===== src/rtl/sipo_drv_pkg.sv =====
package sipo_drv_pkg;

    localparam int unsigned CH_W = 64;

    // output mode selected by {show, keep_pol}
    typedef enum logic [1:0] {
        MODE_ALL_HIGH = 2'b00,
        MODE_ALL_LOW  = 2'b01,
        MODE_INVERT   = 2'b10,
        MODE_PASS     = 2'b11
    } out_mode_e;

    typedef struct packed {
        logic data;
        logic en;
    } pin_drv_t;

    function automatic out_mode_e pick_mode(input logic show, input logic keep_pol);
        return out_mode_e'({show, keep_pol});
    endfunction

endpackage


===== src/rtl/sipo_shift_chain.sv =====
module sipo_shift_chain #(
    parameter int unsigned W = 64
) (
    input  logic         clk,
    input  logic         rst,
    input  logic         fwd,
    input  logic         in_low,
    input  logic         in_high,
    output logic [W-1:0] q,
    output logic [W-1:0] nxt
);

    for (genvar i = 0; i < W; i++) begin : g_stage
        logic from_below;
        logic from_above;
        if (i == 0) begin : g_lo_end
            assign from_below = in_low;
        end else begin : g_lo_mid
            assign from_below = q[i-1];
        end
        if (i == W - 1) begin : g_hi_end
            assign from_above = in_high;
        end else begin : g_hi_mid
            assign from_above = q[i+1];
        end
        assign nxt[i] = fwd ? from_below : from_above;
    end

    always_ff @(posedge clk) begin
        if (rst) q <= '0;
        else     q <= nxt;
    end

endmodule


===== src/rtl/sipo_latch_stage.sv =====
module sipo_latch_stage #(
    parameter int unsigned W = 64
) (
    input  logic         clk,
    input  logic         rst,
    input  logic         xparent,
    input  logic [W-1:0] sr_q,
    input  logic [W-1:0] sr_nxt,
    output logic [W-1:0] view
);

    logic [W-1:0] held;

    // held tracks the register's next value while open, so a fall of
    // xparent between edges leaves it equal to the current contents
    always_ff @(posedge clk) begin
        if (rst)          held <= '0;
        else if (xparent) held <= sr_nxt;
    end

    assign view = xparent ? sr_q : held;

endmodule


===== src/rtl/sipo_out_stage.sv =====
module sipo_out_stage
    import sipo_drv_pkg::*;
#(
    parameter int unsigned W = 64
) (
    input  logic         show,
    input  logic         keep_pol,
    input  logic [W-1:0] lat,
    output logic [W-1:0] drv
);

    out_mode_e mode;

    assign mode = pick_mode(show, keep_pol);

    always_comb begin
        unique case (mode)
            MODE_PASS:     drv = lat;
            MODE_INVERT:   drv = ~lat;
            MODE_ALL_HIGH: drv = '1;
            MODE_ALL_LOW:  drv = '0;
            default:       drv = '0;
        endcase
    end

endmodule


===== src/rtl/sipo_latch_driver.sv =====
module sipo_latch_driver
    import sipo_drv_pkg::*;
#(
    parameter int unsigned W = CH_W
) (
    input  logic         clk,
    input  logic         rst,
    input  logic         fwd,
    input  logic         a_i,
    output logic         a_o,
    output logic         a_oe,
    input  logic         b_i,
    output logic         b_o,
    output logic         b_oe,
    input  logic         xparent,
    input  logic         show,
    input  logic         keep_pol,
    output logic [W-1:0] drv
);

    logic [W-1:0] sr_q;
    logic [W-1:0] sr_nxt;
    logic [W-1:0] lat_view;
    pin_drv_t     pin_a;
    pin_drv_t     pin_b;

    sipo_shift_chain #(.W(W)) u_chain (
        .clk     (clk),
        .rst     (rst),
        .fwd     (fwd),
        .in_low  (b_i),
        .in_high (a_i),
        .q       (sr_q),
        .nxt     (sr_nxt)
    );

    sipo_latch_stage #(.W(W)) u_latch (
        .clk     (clk),
        .rst     (rst),
        .xparent (xparent),
        .sr_q    (sr_q),
        .sr_nxt  (sr_nxt),
        .view    (lat_view)
    );

    sipo_out_stage #(.W(W)) u_out (
        .show     (show),
        .keep_pol (keep_pol),
        .lat      (lat_view),
        .drv      (drv)
    );

    // the pin not receiving data drives the stage leaving the register
    assign pin_a = '{data: sr_q[W-1], en: fwd};
    assign pin_b = '{data: sr_q[0],   en: ~fwd};

    assign a_o  = pin_a.data;
    assign a_oe = pin_a.en;
    assign b_o  = pin_b.data;
    assign b_oe = pin_b.en;

endmodule


===== config.mk =====
export PLATFORM = sky130hd
export DESIGN_NAME = sipo_latch_driver
export DESIGN_NICKNAME = d
export VERILOG_FILES = /design/src/rtl/sipo_drv_pkg.sv /design/src/rtl/sipo_shift_chain.sv /design/src/rtl/sipo_latch_stage.sv /design/src/rtl/sipo_out_stage.sv /design/src/rtl/sipo_latch_driver.sv
export SDC_FILE = /design/constraint.sdc
export NUM_CORES = 1
export LEC_CHECK = 0
export CORE_UTILIZATION = 45
export DETAILED_ROUTE_END_ITERATION = 8
export MAX_ROUTING_LAYER = met4
export PLACE_DENSITY = 0.66
export SYNTH_ARGS = -nofsm -noshare
export SYNTH_HDL_FRONTEND = slang
export SYNTH_HIERARCHICAL = 1
export SYNTH_SLANG_ARGS = --single-unit

===== constraint.sdc =====
create_clock -name clk -period 2.55 [get_ports clk]
set_input_delay 0.51 -clock clk [delete_from_list [all_inputs] [get_ports clk]]
set_output_delay 0.51 -clock clk [all_outputs]
set_load 0.01 [all_outputs]

# ---- Word level (Yosys, flattened, before mapping)
# Index checks and enable logic that the tools add are counted.
dict set report totals {
  regBits 128
  inputBits 8
  out_inout_bits 68
  wordCells 74
}
dict set report classes {
  n_eq_ne 3
  n_mux 66
  n_bitwise 2
  n_reduce_logical 1
}
# cell n
set op_table {}
lappend op_table {{one-hot mux 64 bit (4 select lines)} 1}
lappend op_table {{two-way mux 1 bit} 64}
lappend op_table {{two-way mux 64 bit} 1}
lappend op_table {{inverter 64 bit} 1}
lappend op_table {{== test 2 bit, second input constant} 2}
lappend op_table {{== test 2 x 1 -> 1 bit, second input constant} 1}
lappend op_table {{zero test 2 bit} 1}
lappend op_table {{inverter 1 bit} 1}

# ---- Depth between registers and ports, before layout
# Gate-level depths: netlist (run 1).
dict set report depth {
  depth_word 3
  ltp_mapped 7
  ltp_nobuf 4
}

# ---- Hierarchy
# Netlist (run 1), hierarchy kept.
# mod instances cells_per_inst area_per_inst_um2 seq_area_each_um2
set modules_own_cells {}
lappend modules_own_cells {sipo_latch_stage 1 412 2884.0 1281.2}
lappend modules_own_cells {sipo_shift_chain 1 206 2732.6 1281.2}
lappend modules_own_cells {sipo_out_stage 1 142 980.9 0.0}
lappend modules_own_cells {sipo_latch_driver 1 2 11.3 0.0}

# ---- Least setup slack after synthesis (run 1)
# Ideal clock, no wire load.
dict set report synth_timing {
  path_kind {input to output}
  startpoint {input xparent}
  endpoint {output drv[42]}
  t_arrival_ns 1.352
  required_time_ns 2.040
  slack_ns 0.688
  cell_stages 7
  n_path_buf 3
  cell_sequence {buf_4 -> buf_4 -> buf_4 -> nand2_1 -> nand2_1 -> nand2_1 -> xor2_1}
}
dict set report synth_via {
  elab_chain_cells 3
}
# item line_no
set synth_lines {}
lappend synth_lines {{start: declaration} sipo_latch_driver.sv:15} ;# input logic xparent,
lappend synth_lines {{two-way mux 64 bit *} sipo_latch_stage.sv:21} ;# assign view = xparent ? sr_q : held;
lappend synth_lines {{net lat_view[42]} sipo_latch_driver.sv:23} ;# logic [W-1:0] lat_view;
lappend synth_lines {{inverter 64 bit} sipo_out_stage.sv:19} ;# MODE_INVERT: drv = ~lat;
lappend synth_lines {{one-hot mux 64 bit (4 select lines) *} sipo_out_stage.sv:17} ;# unique case (mode)
lappend synth_lines {{end: declaration} sipo_latch_driver.sv:18} ;# output logic [W-1:0] drv
# The timed path passes the listed nets; every way through them passes the cells marked *.

# ---- Final worst setup path (run 1)
dict set report layout_timing {
  startpoint {input xparent}
  endpoint {output drv[1]}
}
# The elaborated chain is that of the path after synthesis.

==> impl_metrics.json, run 1 <==
{
  "status": "finished, final reports clean",
  "postCtsSetupRepairBufs": 0,
  "synth_cell_type_count": 15,
  "syn_area_per_cell_um2": 8.67,
  "grt_usage_pct": 18.4,
  "mostFrequentLayoutCell": "nand2_1",
  "grt_antenna_before_repair": 0,
  "worstSetupPathType": "input pin to output port",
  "nets": 825,
  "die_y_um": 123,
  "h-tree-depth": 4,
  "syn-cell-area_um2": 6610,
  "placed_cell_area_um2": 7320,
  "timing.rr.start": "u_chain/q[24]",
  "setup-tns-final_ns": 0,
  "die_area_um2": 15200,
  "cts_buffers": 17,
  "drc": 0,
  "crit_path_end": "drv[1]",
  "clkTransAtPathRegs_ns": 0.06,
  "finish.instance_area_um2": 8100,
  "hold_violations": 0,
  "postRouteAntennaNets": 0,
  "wl_per_cell_um": 13.3,
  "ys_warn_count": 6,
  "timing.fmax_mhz": 404,
  "setup_viol": 0,
  "syn_nets": 770,
  "worst-r2r-setup-slack_ns": 1.64,
  "core-area_um2": 14100,
  "clock_skew_ns": 0.00686,
  "endpoint_kind": "output port",
  "routed_wl_um": 13400,
  "diodes": 0,
  "worstMarginPinSlew_ns": 0.615,
  "die_w_um": 123,
  "startpoint": "xparent",
  "dp_hpwl_um": 8450,
  "grt_start_max_net_pins": 73,
  "floorplan.initialDensity_pct": 46.9,
  "placementRows": 43,
  "cp.required_ns": 2.04,
  "crit_fanout": 36,
  "grt_pass1_vias": 4624,
  "rr_endpoint": "u_latch/held[23]",
  "drive_above_1_share_pct": 14.2,
  "dr.pass1.iters": 4,
  "p_leak_nw": 3.34,
  "grt_pass1_wl_um": 21300,
  "critPathArrivalTime_ns": 1.96,
  "min_period_ns": 2.47,
  "seq_area_frac_synth_pct": 38.8,
  "cts_root_buf": "clkbuf_16",
  "io_buffers": 75,
  "grt_setup_unrepaired": "false",
  "clockBufferDepth": 2,
  "syn_to_final_growth_pct": 22.5,
  "worstRegToRegCells": 3,
  "clock_latency_ns": 0.41,
  "drv_slew": 0,
  "slew_headroom_pct": 59.0,
  "cts_resized": 0,
  "final_cell_mix": "256 x nand2_1, 128 x dfxtp_1, 69 x clkdlybuf4s50_1",
  "min_period_over_period_pct": 97.0,
  "via_per_inst": 4.84,
  "fillers": 1239,
  "vias": 4886,
  "cts_tree": "built",
  "maxCapViolations": 0,
  "power.density_nw_per_um2": 639,
  "gp_congestion": 0.783,
  "hold_buffers": 0,
  "start_kind": "input pin",
  "hp-class": "input pin to flip-flop",
  "syn_inst": 762,
  "cts.sinks": 128,
  "globalRoute.totalOverflow": 0,
  "drt_iter0_drc": 295,
  "ir_drop_v": 0.000442,
  "pin_count": 76,
  "ys_seq_elements": 128
}
-- metrics by stage --
stage | std cells | utilization [%] | total power [mW] | setup WS (ns) | hold slack, ns
floorplan | 762 | - | 2.33 | 0.688 | 0.454
global placement | 975 | 51.9 | 2.46 | 0.0492 | 0.463
detailed placement | 975 | 51.9 | 2.46 | 0.0195 | 0.468
CTS | 1007 | 56.8 | 5.21 | 0.0203 | 0.414
global route | 1010 | 57.4 | 5.34 | 0.00501 | 0.429
finish | 1010 | 57.4 | 5.17 | 0.0774 | 0.432
-- cell type report --
type	count	area (um^2)	area share, %
Clock buffer	24	512	6.32
Clock inverter	8	173	2.13
Inverter	1	3.75	0.0464
Multi-Input combinational cell	576	3590	44.3
Sequential cell	128	2560	31.6
Tap cell	180	225	2.78
Timing Repair Buffer	93	1030	12.7
-- logic make-up (layout without fill, tap and decap cells) --
kind of cell	Yosys count	count (layout)	share of synthesized area [%]
mux	64	64	14.3
simple gates	384	384	26.7
flops	128	128	38.8
buf+inv	58	126	6.93
xor+xnor	64	64	8.48
compound gates	64	64	4.85
-- synth_stat cells --
cell,n,area (um^2)
buf_1,2,7.51
buf_2,6,30.0
xor2_1,64,561
a21oi_1,64,320
buf_6,17,191
dfxtp_1,128,2560
mux2_4,60,901
nor2b_1,64,400
inv_1,1,3.75
nand2b_1,64,400
buf_4,10,75.1
buf_8,6,90.1
clkbuf_1,16,60.1
nand2_1,256,961
mux2_2,4,45.0
-- worst max-delay path, stage by stage --
cell	delay, ns
buf_6	0.19
buf_16	0.20
nand2b_1	0.14
nand2_1	0.09
nand2_1	0.09
xor2_1	0.15
clkdlybuf4s50_1	0.56
-- routing by layer --
layer | part of all wire, % | vias up | GRT usage (%)
li1 | - | 2494 | -
met2 | 49 | 66 | 30.0
met4 | 0.96 | 0 | 7.15
met1 | 47 | 2315 | 22.3
met5 | 0 | - | -
met3 | 2.6 | 11 | 3.74
-- worst min-delay path by stage --
stage	start	to	slack (ns)	cells after the start
after floorplan	u_latch/held[61]	u_latch/held[61]	0.45	2
after global placement	u_latch/held[18]	u_latch/held[18]	0.46	2
after detailed placement	u_latch/held[33]	u_latch/held[33]	0.47	2
after CTS	xparent	u_latch/held[17]	0.41	3
after global routing	xparent	u_latch/held[17]	0.43	3
final	xparent	u_latch/held[17]	0.43	3
-- power by group --
group / leakage (nW) / internal, mW / switching [mW]
logic: 1.97 / 0.208 / 0.217
clock network: 0.337 / 1.89 / 0.847
registers: 1.03 / 2.01 / 0.00275
-- flip-flops by register name (all words and copies together) (netlist names) --
name and count:
u_chain/q 64, u_latch/held 64
No activity file was read; power rests on OpenSTA's default activity.
==> run 2: changes to the inputs <==
- SETUP_SLACK_MARGIN: unset -> 0.3
==> impl_metrics.json, run 2 (same netlist as run 1, synthesis figures left out) <==
{
  "grt_antenna_before_repair": 0,
  "grt_start_max_net_pins": 65,
  "hold_violations": 0,
  "setup-tns-final_ns": 0,
  "globalRoute.totalOverflow": 0,
  "final_cell_mix": "256 x nand2_1, 128 x dfxtp_1",
  "seqPwrFrac_pct": 38.8,
  "cts_root_buf": "clkbuf_16",
  "core-area_um2": 14100,
  "power.density_nw_per_um2": 634,
  "floorplan.initialDensity_pct": 46.9,
  "dp_hpwl_um": 8450,
  "drive_above_1_share_pct": 14.7,
  "timing.fmax_mhz": 461,
  "vias": 4998,
  "p_leak_nw": 3.53,
  "mostFrequentLayoutCell": "nand2_1",
  "fillers": 1245,
  "hold_buffers": 0,
  "placementRows": 43,
  "maxCapViolations": 0,
  "status": "finished, final reports clean",
  "postCtsSetupRepairBufs": 0,
  "die_y_um": 123,
  "p_sw_mw": 1.08,
  "hp-class": "input pin to flip-flop",
  "endpoint_kind": "output port",
  "clockPowerShare_pct": 53.1,
  "diodes": 0,
  "wl_per_cell_um": 14.3,
  "worstSetupPathType": "input pin to output port",
  "slew_headroom_pct": 58.3,
  "cts_tree": "built",
  "io_buffers": 75,
  "worstMarginPinSlew_ns": 0.626,
  "start_kind": "input pin",
  "grt_usage_pct": 19.9,
  "die_w_um": 123,
  "nets": 829,
  "postRouteAntennaNets": 0,
  "ir_drop_v": 0.000444,
  "grt_setup_unrepaired": "true",
  "grt_pass1_wl_um": 23100,
  "p_sw_share_pct": 20.9,
  "cts_buffers": 17,
  "clockBufferDepth": 2,
  "syn_to_final_growth_pct": 23.5,
  "total_power_mw": 5.17,
  "final_cells": 1014,
  "setup_viol": 0,
  "h-tree-depth": 4,
  "pwr-share-comb_pct": 8.1,
  "cp.required_ns": 2.04,
  "drv_slew": 0,
  "crit_fanout": 17,
  "drt_iter0_drc": 401,
  "placed_cell_area_um2": 7320,
  "via_per_inst": 4.93,
  "die_area_um2": 15200,
  "grt_pass1_vias": 4840,
  "finish.instance_area_um2": 8160,
  "cts.sinks": 128,
  "clock_latency_ns": 0.41,
  "min_period_ns": 2.17,
  "min_period_over_period_pct": 85.0,
  "clkTransAtPathRegs_ns": 0.06,
  "gp_congestion": 0.783,
  "dr.pass1.iters": 5,
  "pin_count": 76,
  "routed_wl_um": 14500,
  "critPathArrivalTime_ns": 1.66,
  "dp_cells": 975,
  "largest_registers": "u_chain/q x64, u_latch/held x64",
  "drc": 0,
  "clock_skew_ns": 0.00951,
  "p_int_mw": 4.09
}
run 2: worst max-delay path, cell delays in order:
cell	delay, ns
buf_12	0.15
bufbuf_16	0.29
nand2b_1	0.16
nand2_1	0.06
nand2_1	0.06
xor2_1	0.14
dlygate4sd2_1	0.28
run 2: cell type report:
cell class | instances | area (um^2) | area share (%)
timing repair buffer | 97 | 1100 | 13.4
clock buffer | 24 | 512 | 6.27
inverter | 1 | 3.75 | 0.0460
clock inverter | 8 | 173 | 2.12
sequential | 128 | 2560 | 31.4
tap | 180 | 225 | 2.76
multi-input combinational | 576 | 3590 | 44.0
run 2: routing by layer:
| layer | part of all wire (%) | wire [um] | track usage [%] |
|---|---|---|---|
| met1 | 45 | 6530 | 24.2 |
| met2 | 50 | 7270 | 32.9 |
| met3 | 3.9 | 566 | 3.69 |
| met4 | 0.90 | 130 | 7.23 |
| met5 | 0 | 0 | - |
run 2: worst paths after layout:
check                   start               end  slack [ns]  cells after the start
max reg2reg     u_chain/q[43]  u_latch/held[42]        1.66                      3
max                   xparent           drv[39]        0.38                      7
min                   xparent  u_latch/held[17]        0.42                      3
min reg2reg  u_latch/held[28]  u_latch/held[28]        0.47                      2
run 2: power groups by stage:
stage               clock network, mW  registers [mW]  logic (mW)
finish                           2.75            2.01       0.420
global route                     2.88            2.01       0.452
CTS                              2.79            2.01       0.409
detailed placement                  0            2.05       0.408
global placement                    0            2.05       0.405
floorplan                           0            2.05       0.275
run 2: timing repair:
action | CTS | global route
gates resized for setup | 65 | 8
endpoints found under the setup margin | 63 | 7
cloned | 4 | 3
run 2: through the flow:
| stage | hold WS [ns] | setup slack (ns) | util (%) |
|---|---|---|---|
| after global placement | 0.463 | 0.0492 | 51.9 |
| after detailed placement | 0.468 | 0.0195 | 51.9 |
| after global routing | 0.413 | 0.290 | 57.9 |
| after floorplan | 0.454 | 0.688 | - |
| final | 0.421 | 0.382 | 57.9 |
| after CTS | 0.403 | 0.141 | 57.3 |
==> run 3: changes to the inputs <==
- GPL_TIMING_DRIVEN: unset -> 0
- HOLD_SLACK_MARGIN: unset -> 0.03
==> impl_metrics.json, run 3 (same netlist as run 1, synthesis figures left out) <==
{
  "postRouteAntennaNets": 0,
  "routed_wl_um": 16200,
  "cts.sinks": 128,
  "die_w_um": 123,
  "pin_count": 76,
  "endpoint_kind": "output port",
  "diodes": 0,
  "floorplan.initialDensity_pct": 46.9,
  "drive_above_1_share_pct": 15.1,
  "clkTransAtPathRegs_ns": 0.05,
  "worstMarginPinSlew_ns": 0.577,
  "via_per_inst": 4.95,
  "status": "finished, final reports clean",
  "clock_latency_ns": 0.42,
  "hold_violations": 0,
  "min_period_ns": 2.20,
  "nets": 860,
  "power.density_nw_per_um2": 563,
  "hp-class": "input pin to flip-flop",
  "setup_viol": 0,
  "cts_root_buf": "clkbuf_16",
  "crit_path_top_delay_cell": "dlygate4sd2_1",
  "drc": 0,
  "wl_per_cell_um": 15.5,
  "vias": 5145,
  "crit_fanout": 10,
  "setup-tns-final_ns": 0,
  "drt_iter0_drc": 357,
  "finish.instance_area_um2": 8030,
  "grt_pass1_vias": 4928,
  "clock_skew_ns": 0.00587,
  "core-area_um2": 14100,
  "fillers": 1291,
  "dp_hpwl_um": 11000,
  "multi_input_area_um2": 3610,
  "grt_pass1_wl_um": 25600,
  "worstSetupPathType": "input pin to output port",
  "timing.fmax_mhz": 455,
  "grt_setup_unrepaired": "true",
  "mostFrequentLayoutCell": "nand2_1",
  "p_leak_nw": 3.45,
  "grt_usage_pct": 23.2,
  "dr.pass1.iters": 5,
  "cts_buffers": 17,
  "worst_slack_ns": 0.352,
  "min_period_over_period_pct": 86.2,
  "maxCapViolations": 0,
  "placed_cell_area_um2": 7540,
  "placementRows": 43,
  "grt_start_max_net_pins": 17,
  "syn_to_final_growth_pct": 21.5,
  "cp_common_cell": "nand2_1",
  "ir_drop_v": 0.000397,
  "crit_chain": "buf_4, clkbuf_2, nand2b_1, nand2_1, nand2_1, xor2_2, dlygate4sd2_1",
  "final_cell_mix": "256 x nand2_1, 128 x dfxtp_1, 64 x nor2b_1, 64 x nand2b_1, 64 x a21oi_1",
  "grt_antenna_before_repair": 0,
  "cts_tree": "built",
  "start_kind": "input pin",
  "globalRoute.totalOverflow": 0,
  "layout.area.seq_um2": 2560,
  "slew_headroom_pct": 61.5,
  "h-tree-depth": 4,
  "postCtsSetupRepairBufs": 0,
  "die_y_um": 123,
  "die_area_um2": 15200,
  "pre_cts_slack_ns": -0.116,
  "drv_slew": 0,
  "io_buffers": 71,
  "clockBufferDepth": 2,
  "largest_registers": "u_chain/q x64, u_latch/held x64",
  "critPathArrivalTime_ns": 1.69,
  "cp.required_ns": 2.04,
  "gp_congestion": 0.852,
  "critPathMaxStageDelay_ns": 0.29
}
-- run 3: changes by cell type in the layout (fill, tap and decap cells not counted), sizes merged --
cell	delta
clkbuf	+11
bufinv	-5
dlygate4sd2	+2
clkinv	-1
clkdlybuf4s50	+1
buf	+21
bufbuf	-2
dlymetal6s2s	-1
-- run 3: critical path, delay by kind of cell --
family        cells  cell delay (ns)
buf+inv           3             0.70
simple gates      3             0.30
xor+xnor          1             0.18
-- run 3: worst paths after layout --
path	start	to	slack, ns	cells past startpoint
max	xparent	drv[48]	0.35	7
min	rst	u_latch/held[1]	0.45	2
max reg2reg	u_chain/q[1]	u_chain/q[0]	1.66	2
min reg2reg	u_latch/held[47]	u_latch/held[47]	0.48	2
-- run 3: layer usage --
layer / up-vias / track usage [%] / part of all wire [%]
li1: 2564 / - / -
met4: 0 / 10.2 / 2.3
met2: 110 / 35.3 / 46
met5: - / - / 0
met3: 30 / 3.46 / 3.3
met1: 2441 / 30.6 / 48
-- run 3: area by class of cell --
class	count	area share [%]
tap	180	2.80
buffer	57	6.15
clock inverter	2	0.125
clock buffer	25	5.92
multi-input combinational	576	45.0
inverter	1	0.0467
sequential	128	31.9
timing repair buffer	71	8.09
-- run 3: report_power, final --
group,leakage (nW),switching [mW],internal (mW)
clock network,0.239,0.806,1.26
registers,1.03,0.00300,2.01
logic,2.18,0.253,0.189
-- run 3: repair_timing --
item | in CTS | in global routing
gates resized for setup | 66 | 16
endpoints found under the hold margin | 0 | 0
endpoints found under the setup margin | 64 | 21
hold buffers | 0 | 0
-- run 3: through the flow --
step / hold slack (ns) / util (%) / power [mW] / instances
floorplan: 0.454 / - / 2.33 / 762
global placement: 0.464 / 53.5 / 2.52 / 1013
detailed placement: 0.467 / 53.5 / 2.53 / 1013
CTS: 0.442 / 56.6 / 4.55 / 1040
global route: 0.459 / 57.0 / 4.67 / 1040
finish: 0.447 / 57.0 / 4.52 / 1040
